`config.mk`:
```
export PLATFORM = sky130hd
export DESIGN_NAME = dual_wiper_ctrl
export DESIGN_NICKNAME = d
export VERILOG_FILES = /design/src/rtl/wiper_pkg.sv /design/src/rtl/tw_line_sync.sv /design/src/rtl/wr_target_dec.sv /design/src/rtl/wiper_bank.sv /design/src/rtl/dual_wiper_ctrl.sv
export SDC_FILE = /design/constraint.sdc
export NUM_CORES = 1
export LEC_CHECK = 0
export ABC_CLOCK_PERIOD_IN_PS = 2100
export BUFFER_PORTS_ARGS = -buffer_cell sky130_fd_sc_hd__buf_2
export CAP_MARGIN = 20
export CORE_MARGIN = 2
export CORE_UTILIZATION = 59
export DETAILED_ROUTE_END_ITERATION = 8
export GPL_ROUTABILITY_DRIVEN = 0
export GPL_TIMING_DRIVEN = 1
export PLACE_DENSITY = 0.91
export SETUP_SLACK_MARGIN = 0.4
export SLEW_MARGIN = 10
export SYNTH_ARGS = -nofsm -noshare
export SYNTH_HDL_FRONTEND = slang
export SYNTH_SLANG_ARGS = --single-unit
```
`constraint.sdc`:
```
create_clock -name clk -period 2.1 [get_ports clk]
set_input_delay 0.105 -clock clk [delete_from_list [all_inputs] [get_ports clk]]
set_output_delay 0.105 -clock clk [all_outputs]
set_load 0.01 [all_outputs]
```
`src/rtl/wiper_pkg.sv`:
```
package wiper_pkg;
    localparam int BYTE_W = 8;
    localparam int ADDR_W = 3;
    localparam int CNT_W  = $clog2(BYTE_W + 1);
    localparam int IDX_W  = 2;
    localparam int N_WIPER = 2;

    localparam logic [3:0]        DEV_ID   = 4'b0101;
    localparam logic [BYTE_W-1:0] CMD_W0   = 8'hA9;
    localparam logic [BYTE_W-1:0] CMD_W1   = 8'hAA;
    localparam logic [BYTE_W-1:0] CMD_BOTH = 8'hAF;
    localparam logic [BYTE_W-1:0] RD_FILL  = 8'hFF;

    typedef enum logic [3:0] {
        ST_IDLE, ST_CTRL, ST_CTRL_ACK, ST_CMD, ST_CMD_ACK,
        ST_WDATA, ST_WDATA_ACK, ST_RDATA, ST_RACK, ST_IGNORE
    } bus_state_e;

    function automatic logic cmd_known(input logic [BYTE_W-1:0] c);
        return (c == CMD_W0) || (c == CMD_W1) || (c == CMD_BOTH);
    endfunction
endpackage

```
`src/rtl/tw_line_sync.sv`:
```
module tw_line_sync #(
    parameter int STAGES = 2
) (
    input  logic clk,
    input  logic rst_n,
    input  logic scl_i,
    input  logic sda_i,
    output logic scl_lvl,
    output logic sda_lvl,
    output logic scl_rise,
    output logic scl_fall,
    output logic start_evt,
    output logic stop_evt
);
    logic [STAGES-1:0] scl_ff, sda_ff;
    logic scl_q, sda_q;

    always_ff @(posedge clk or negedge rst_n) begin
        if (!rst_n) begin
            scl_ff <= '1;
            sda_ff <= '1;
            scl_q  <= 1'b1;
            sda_q  <= 1'b1;
        end else begin
            scl_ff <= {scl_ff[STAGES-2:0], scl_i};
            sda_ff <= {sda_ff[STAGES-2:0], sda_i};
            scl_q  <= scl_lvl;
            sda_q  <= sda_lvl;
        end
    end

    assign scl_lvl   = scl_ff[STAGES-1];
    assign sda_lvl   = sda_ff[STAGES-1];
    assign scl_rise  = scl_lvl & ~scl_q;
    assign scl_fall  = ~scl_lvl & scl_q;
    assign start_evt = scl_lvl & scl_q & sda_q & ~sda_lvl;
    assign stop_evt  = scl_lvl & scl_q & ~sda_q & sda_lvl;
endmodule

```
`src/rtl/wr_target_dec.sv`:
```
module wr_target_dec
    import wiper_pkg::*;
(
    input  logic [BYTE_W-1:0]  cmd,
    input  logic [IDX_W-1:0]   idx,
    output logic [N_WIPER-1:0] ld_mask
);
    always_comb begin
        ld_mask = '0;
        unique case (cmd)
            CMD_W0: begin
                if (idx == 2'd0) ld_mask = 2'b01;
                else if (idx == 2'd1) ld_mask = 2'b10;
            end
            CMD_W1:   if (idx == 2'd0) ld_mask = 2'b10;
            CMD_BOTH: if (idx == 2'd0) ld_mask = 2'b11;
            default:  ld_mask = '0;
        endcase
    end
endmodule

```
`src/rtl/wiper_bank.sv`:
```
module wiper_bank #(
    parameter int W = 8,
    parameter int N = 2
) (
    input  logic         clk,
    input  logic         rst_n,
    input  logic [N-1:0] ld,
    input  logic [W-1:0] din,
    output logic [W-1:0] wq [N]
);
    for (genvar i = 0; i < N; i++) begin : g_wiper
        always_ff @(posedge clk or negedge rst_n) begin
            if (!rst_n)     wq[i] <= '0;
            else if (ld[i]) wq[i] <= din;
        end
    end
endmodule

```
`src/rtl/dual_wiper_ctrl.sv`:
```
module dual_wiper_ctrl
    import wiper_pkg::*;
#(
    parameter int SYNC_STAGES = 2
) (
    input  logic              clk,
    input  logic              rst_n,
    input  logic              scl_i,
    input  logic              sda_i,
    input  logic [ADDR_W-1:0] dev_sel_i,
    output logic              sda_oe_o,
    output logic [BYTE_W-1:0] wiper0_o,
    output logic [BYTE_W-1:0] wiper1_o
);
    localparam logic [CNT_W-1:0] FULL_CNT = CNT_W'(BYTE_W);
    localparam logic [IDX_W-1:0] IDX_MAX  = IDX_W'(2);

    logic scl_lvl, sda_lvl, scl_rise, scl_fall, start_evt, stop_evt;

    tw_line_sync #(.STAGES(SYNC_STAGES)) sync_i (
        .clk(clk), .rst_n(rst_n), .scl_i(scl_i), .sda_i(sda_i),
        .scl_lvl(scl_lvl), .sda_lvl(sda_lvl), .scl_rise(scl_rise),
        .scl_fall(scl_fall), .start_evt(start_evt), .stop_evt(stop_evt)
    );

    bus_state_e        state_q, state_d;
    logic [CNT_W-1:0]  bitcnt_q;
    logic [BYTE_W-1:0] shreg_q, cmd_q, tx_q, rd_next;
    logic [IDX_W-1:0]  idx_q, idx_inc;
    logic              rw_q, mack_q, oe_q;
    logic              bit_full, id_hit, end_byte;
    logic [N_WIPER-1:0] ld_mask, ld_en;
    logic [BYTE_W-1:0] wq [N_WIPER];

    assign bit_full = (bitcnt_q == FULL_CNT);
    assign end_byte = scl_fall & bit_full;
    assign id_hit   = (shreg_q[BYTE_W-1:1] == {DEV_ID, dev_sel_i});
    assign idx_inc  = (idx_q == IDX_MAX) ? idx_q : idx_q + 1'b1;

    always_comb begin
        unique case (idx_q)
            2'd0:    rd_next = wq[0];
            2'd1:    rd_next = wq[1];
            default: rd_next = RD_FILL;
        endcase
    end

    wr_target_dec dec_i (.cmd(cmd_q), .idx(idx_q), .ld_mask(ld_mask));

    assign ld_en = (state_q == ST_WDATA && end_byte && !start_evt && !stop_evt)
                   ? ld_mask : '0;

    wiper_bank #(.W(BYTE_W), .N(N_WIPER)) bank_i (
        .clk(clk), .rst_n(rst_n), .ld(ld_en), .din(shreg_q), .wq(wq)
    );

    // Next-state logic
    always_comb begin
        state_d = state_q;
        if (start_evt) begin
            state_d = ST_CTRL;
        end else if (stop_evt) begin
            state_d = ST_IDLE;
        end else begin
            unique case (state_q)
                ST_IDLE, ST_IGNORE: state_d = state_q;
                ST_CTRL:      if (end_byte) state_d = id_hit ? ST_CTRL_ACK : ST_IGNORE;
                ST_CMD:       if (end_byte) state_d = cmd_known(shreg_q) ? ST_CMD_ACK : ST_IGNORE;
                ST_WDATA:     if (end_byte) state_d = ST_WDATA_ACK;
                ST_CTRL_ACK:  if (scl_fall) state_d = rw_q ? ST_RDATA : ST_CMD;
                ST_CMD_ACK,
                ST_WDATA_ACK: if (scl_fall) state_d = ST_WDATA;
                ST_RDATA:     if (end_byte) state_d = ST_RACK;
                ST_RACK:      if (scl_fall) state_d = mack_q ? ST_RDATA : ST_IGNORE;
                default:      state_d = ST_IDLE;
            endcase
        end
    end

    // State register
    always_ff @(posedge clk or negedge rst_n) begin
        if (!rst_n) state_q <= ST_IDLE;
        else        state_q <= state_d;
    end

    // Datapath and outputs
    always_ff @(posedge clk or negedge rst_n) begin
        if (!rst_n) begin
            bitcnt_q <= '0;
            shreg_q  <= '0;
            cmd_q    <= '0;
            tx_q     <= '0;
            idx_q    <= '0;
            rw_q     <= 1'b0;
            mack_q   <= 1'b0;
            oe_q     <= 1'b0;
        end else if (start_evt) begin
            bitcnt_q <= '0;
            idx_q    <= '0;
            oe_q     <= 1'b0;
        end else if (stop_evt) begin
            bitcnt_q <= '0;
            oe_q     <= 1'b0;
        end else begin
            unique case (state_q)
                ST_CTRL, ST_CMD, ST_WDATA: begin
                    if (scl_rise) begin
                        shreg_q  <= {shreg_q[BYTE_W-2:0], sda_lvl};
                        bitcnt_q <= bitcnt_q + 1'b1;
                    end
                    if (end_byte) begin
                        if (state_q == ST_CTRL) begin
                            oe_q <= id_hit;
                            rw_q <= shreg_q[0];
                        end else if (state_q == ST_CMD) begin
                            oe_q  <= cmd_known(shreg_q);
                            cmd_q <= shreg_q;
                            idx_q <= '0;
                        end else begin
                            oe_q  <= 1'b1;
                            idx_q <= idx_inc;
                        end
                    end
                end
                ST_CMD_ACK, ST_WDATA_ACK: begin
                    if (scl_fall) begin
                        oe_q     <= 1'b0;
                        bitcnt_q <= '0;
                    end
                end
                ST_CTRL_ACK: begin
                    if (scl_fall) begin
                        bitcnt_q <= '0;
                        if (rw_q) begin
                            tx_q  <= rd_next;
                            oe_q  <= ~rd_next[BYTE_W-1];
                            idx_q <= idx_inc;
                        end else begin
                            oe_q <= 1'b0;
                        end
                    end
                end
                ST_RDATA: begin
                    if (scl_rise) bitcnt_q <= bitcnt_q + 1'b1;
                    if (scl_fall) begin
                        if (bit_full) begin
                            oe_q <= 1'b0;
                        end else begin
                            oe_q <= ~tx_q[BYTE_W-2];
                            tx_q <= {tx_q[BYTE_W-2:0], 1'b0};
                        end
                    end
                end
                ST_RACK: begin
                    if (scl_rise) mack_q <= ~sda_lvl;
                    if (scl_fall) begin
                        bitcnt_q <= '0;
                        if (mack_q) begin
                            tx_q  <= rd_next;
                            oe_q  <= ~rd_next[BYTE_W-1];
                            idx_q <= idx_inc;
                        end
                    end
                end
                default: oe_q <= 1'b0;
            endcase
        end
    end

    assign sda_oe_o = oe_q;
    assign wiper0_o = wq[0];
    assign wiper1_o = wq[1];
endmodule

```
==> flow_summary.ini <==
[outcome]
status = finished, final reports clean

[sta]
setup_viol = 0
rsz0062_at_grt = yes
slew_viol_final = 0
clock.fmax_mhz = 511.9
fin_crit_ps = 1954
worst_pin_slew_ps = 607.1
period_share_pct = 93.03
maxSlewHeadroom_pct = 59.53
clock_skew_ps = 17.07
tns_ps = 0
setup_ws_ps = 146.4
hold_viol_final = 0

[final_layout]
instances_no_fill = 398
area_delta_synth_final_pct = 34.14
drive_gt1_share_pct = 52.27
nets = 337
register_area_um2 = 1465
diodes = 0
fill_cells = 229
multi_input_area_um2 = 1755

[yosys]
synth-adder-area-share_pct = 1.669
netlist_top_cells_area = dfrtp_1 (43%), mux2_2 (9.4%), dfstp_2 (5.3%)
ys_async_sr_fraction_pct = 100.0
synth-seq-cells = 58
synth_compound_area_share_pct = 12.52
synth-edff-count = 0
muxShareOfSynthArea_pct = 16.94
netlist_area_um2 = 2998
ys_warn_count = 0
synth_top_area_share_pct = 43.41
synth_most_common_cell = dfrtp_1
synth.avg_cell_area_um2 = 11.36
synth_commonest_cells = dfrtp_1 (52), mux2_2 (25), nand2_1 (14), nor2_1 (14), a31oi_1 (10)
synth_top_family_by_area = multiplexers
yosysUniqueCellTypes = 54
synth_simple_gate_area_share_pct = 14.86
yosysSeqAreaShare_pct = 48.66
synthCells = 264
synth-xor-area-share_pct = 2.337
synth_largest_area_cell = dfrtp_1
synth_ff_type = dfrtp_1
syn_nets = 275

[power]
leakage_nw = 1.828
power_w = 0.003207
power_density_nw_per_um2 = 797.5
ir_drop_mv = 1.012

[grt]
gr-usage-met3_pct = 9.772
grt_max_degree = 27
grt.busiest_layer = met2
track_usage_pct = 29.64
use_met2_pct = 44.15
grt_first_pass_wirelength_um = 12070
antenna_found_initial = 0
first_global_vias = 2336
grt-ovfl-total = 0
met1_usage_pct = 38.50

[detailed_routing]
drtIter0Drc = 401
drt-total-wl_um = 9783
detail_route.drc_violations = 0
vias = 2676
wire_per_inst_um = 24.58
drt_pre_antenna_iters = 6
viasPerCell = 6.724
antenna_left = 0

[floorplanning]
core_area_um2 = 4817
dieArea_um2 = 5667
rows = 25
die_w_um = 75.28
die_h_um = 75.28
ios = 24
initial_utilization_pct = 62.23

[setup_path]
cp.arrival_ps = 2170
critPathKind = reg -> reg
rr_worst_depth = 8
path_max_fanout = 4
start_kind = flip-flop
required_ps = 2320
end_kind = flip-flop

[clock_network]
cts_buffer_depth = 2
cts_buffers = 9
ctsRootBufferMaster = clkbuf_8
path_clk_slew_ps = 70
clk_latency_ps = 350
cts_tree = done
clock-sinks = 58
htree_levels = 3

[placement]
place_ws_ps = 186.8
io_buffer_count = 23
dp.cells = 351
place_hpwl_um = 4569

[hold_path]
hold_path.class = in -> async

[job]
drv_cap = 0
## metrics by stage
stage / hold WS [ps] / instance area [µm²] / utilization [%]
6_report: 305.5 / 4021 / 83.48
5_1_grt: 358.2 / 4021 / 83.48
4_1_cts: 306.0 / 3700 / 76.81
3_5_place_dp: 140.8 / 3251 / 67.48
3_3_place_gp: 131.4 / 3251 / 67.48
2_1_floorplan: -190.6 / 3038 / -
## state kept, by name, summed over array words and instances (netlist names)
name / cells
bank_i.wq: 16
cmd_q: 8
shreg_q: 8
tx_q: 7
bitcnt_q: 4
state_q: 4
idx_q: 2
sync_i.scl_ff: 2
sync_i.sda_ff: 2
mack_q: 1
rw_q: 1
sda_oe_o: 1
sync_i.scl_q: 1
sync_i.sda_q: 1
## layer usage
metal / vias to the layer above / share of wire, %
li1: 1095 / -
met1: 1290 / 38
met2: 230 / 47
met3: 61 / 9.2
met4: 0 / 5.8
met5: - / 0
## critical path: stages, from the launching register on
cell and delay [ps]:
dfstp_2 560, buf_6 110, buf_4 130, nand2_1 90
nor2b_1 370, a211oi_2 90, buf_4 180, a32oi_1 190
o31ai_1 120
## layout by cell type, fill, tap and decap left out, types with 3 or more instances in the layout
| master | instances |
|---|---|
| buf_2 | 23 |
| nand2b_4 | 4 |
| a31oi_1 | 10 |
| clkbuf_8 | 10 |
| nor2_1 | 12 |
| dfrtp_2 | 5 |
| inv_1 | 6 |
| dfrtp_1 | 47 |
| buf_6 | 7 |
| nor2b_1 | 5 |
| nand3_1 | 7 |
| xnor2_1 | 7 |
| dfstp_2 | 6 |
| nand2_2 | 4 |
| buf_4 | 29 |
| dlygate4sd3_1 | 3 |
| mux2_2 | 18 |
| nand2_1 | 10 |
| o21ai_0 | 3 |
| a21oi_1 | 6 |
| mux2_4 | 22 |
| nor3_4 | 4 |
| clkinvlp_4 | 3 |
| a22oi_1 | 7 |
## final timing paths
kind                             startpoint               end  slack, ps
setup / recovery           sync_i.scl_ff[1]        state_q[1]        150
hold / removal                        rst_n            mack_q        310
setup reg to reg           sync_i.scl_ff[1]        state_q[1]        150
hold reg to reg            sync_i.sda_ff[0]  sync_i.sda_ff[1]        360
max in group asynchronous             rst_n        shreg_q[1]       1090
min in group clk           sync_i.sda_ff[0]  sync_i.sda_ff[1]        360
## repair_timing
item | in CTS | in global routing
setup buffers | 13 | 15
setup endpoints to repair | 50 | 50
hold buffers | 3 | 0
endpoints found under the hold margin | 20 | 0
resized for setup | 27 | 46
pin swaps | 6 | 13
## where the power goes
part | internal [W] | total [W] | switching [W]
logic | 0.000324 | 0.000651 | 0.000327
registers | 0.00123 | 0.00148 | 0.000248
clock network | 0.000579 | 0.00107 | 0.000495
total | 0.00214 | 0.00321 | 0.00107
## cells by family (layout without fill, tap and decap cells)
kind of cell | Yosys count | after routing
AO/OA/AOI/OAI | 54 | 54
flip-flops | 58 | 58
multiplexers | 43 | 43
buffers and inverters | 21 | 88
AND/OR/NAND/NOR | 76 | 76
XOR/XNOR | 8 | 8
adder cells (fa/ha/maj) | 4 | 4
## area by class of cell
cell class	count	area share (%)
Multi-Input combinational cell	185	43.65
Sequential cell	58	36.43
Timing Repair Buffer	65	12.10
Clock buffer	10	3.423
Tap cell	67	2.085
Clock inverter	6	1.649
Inverter	7	0.6534
(Power assumes the default switching activity.)
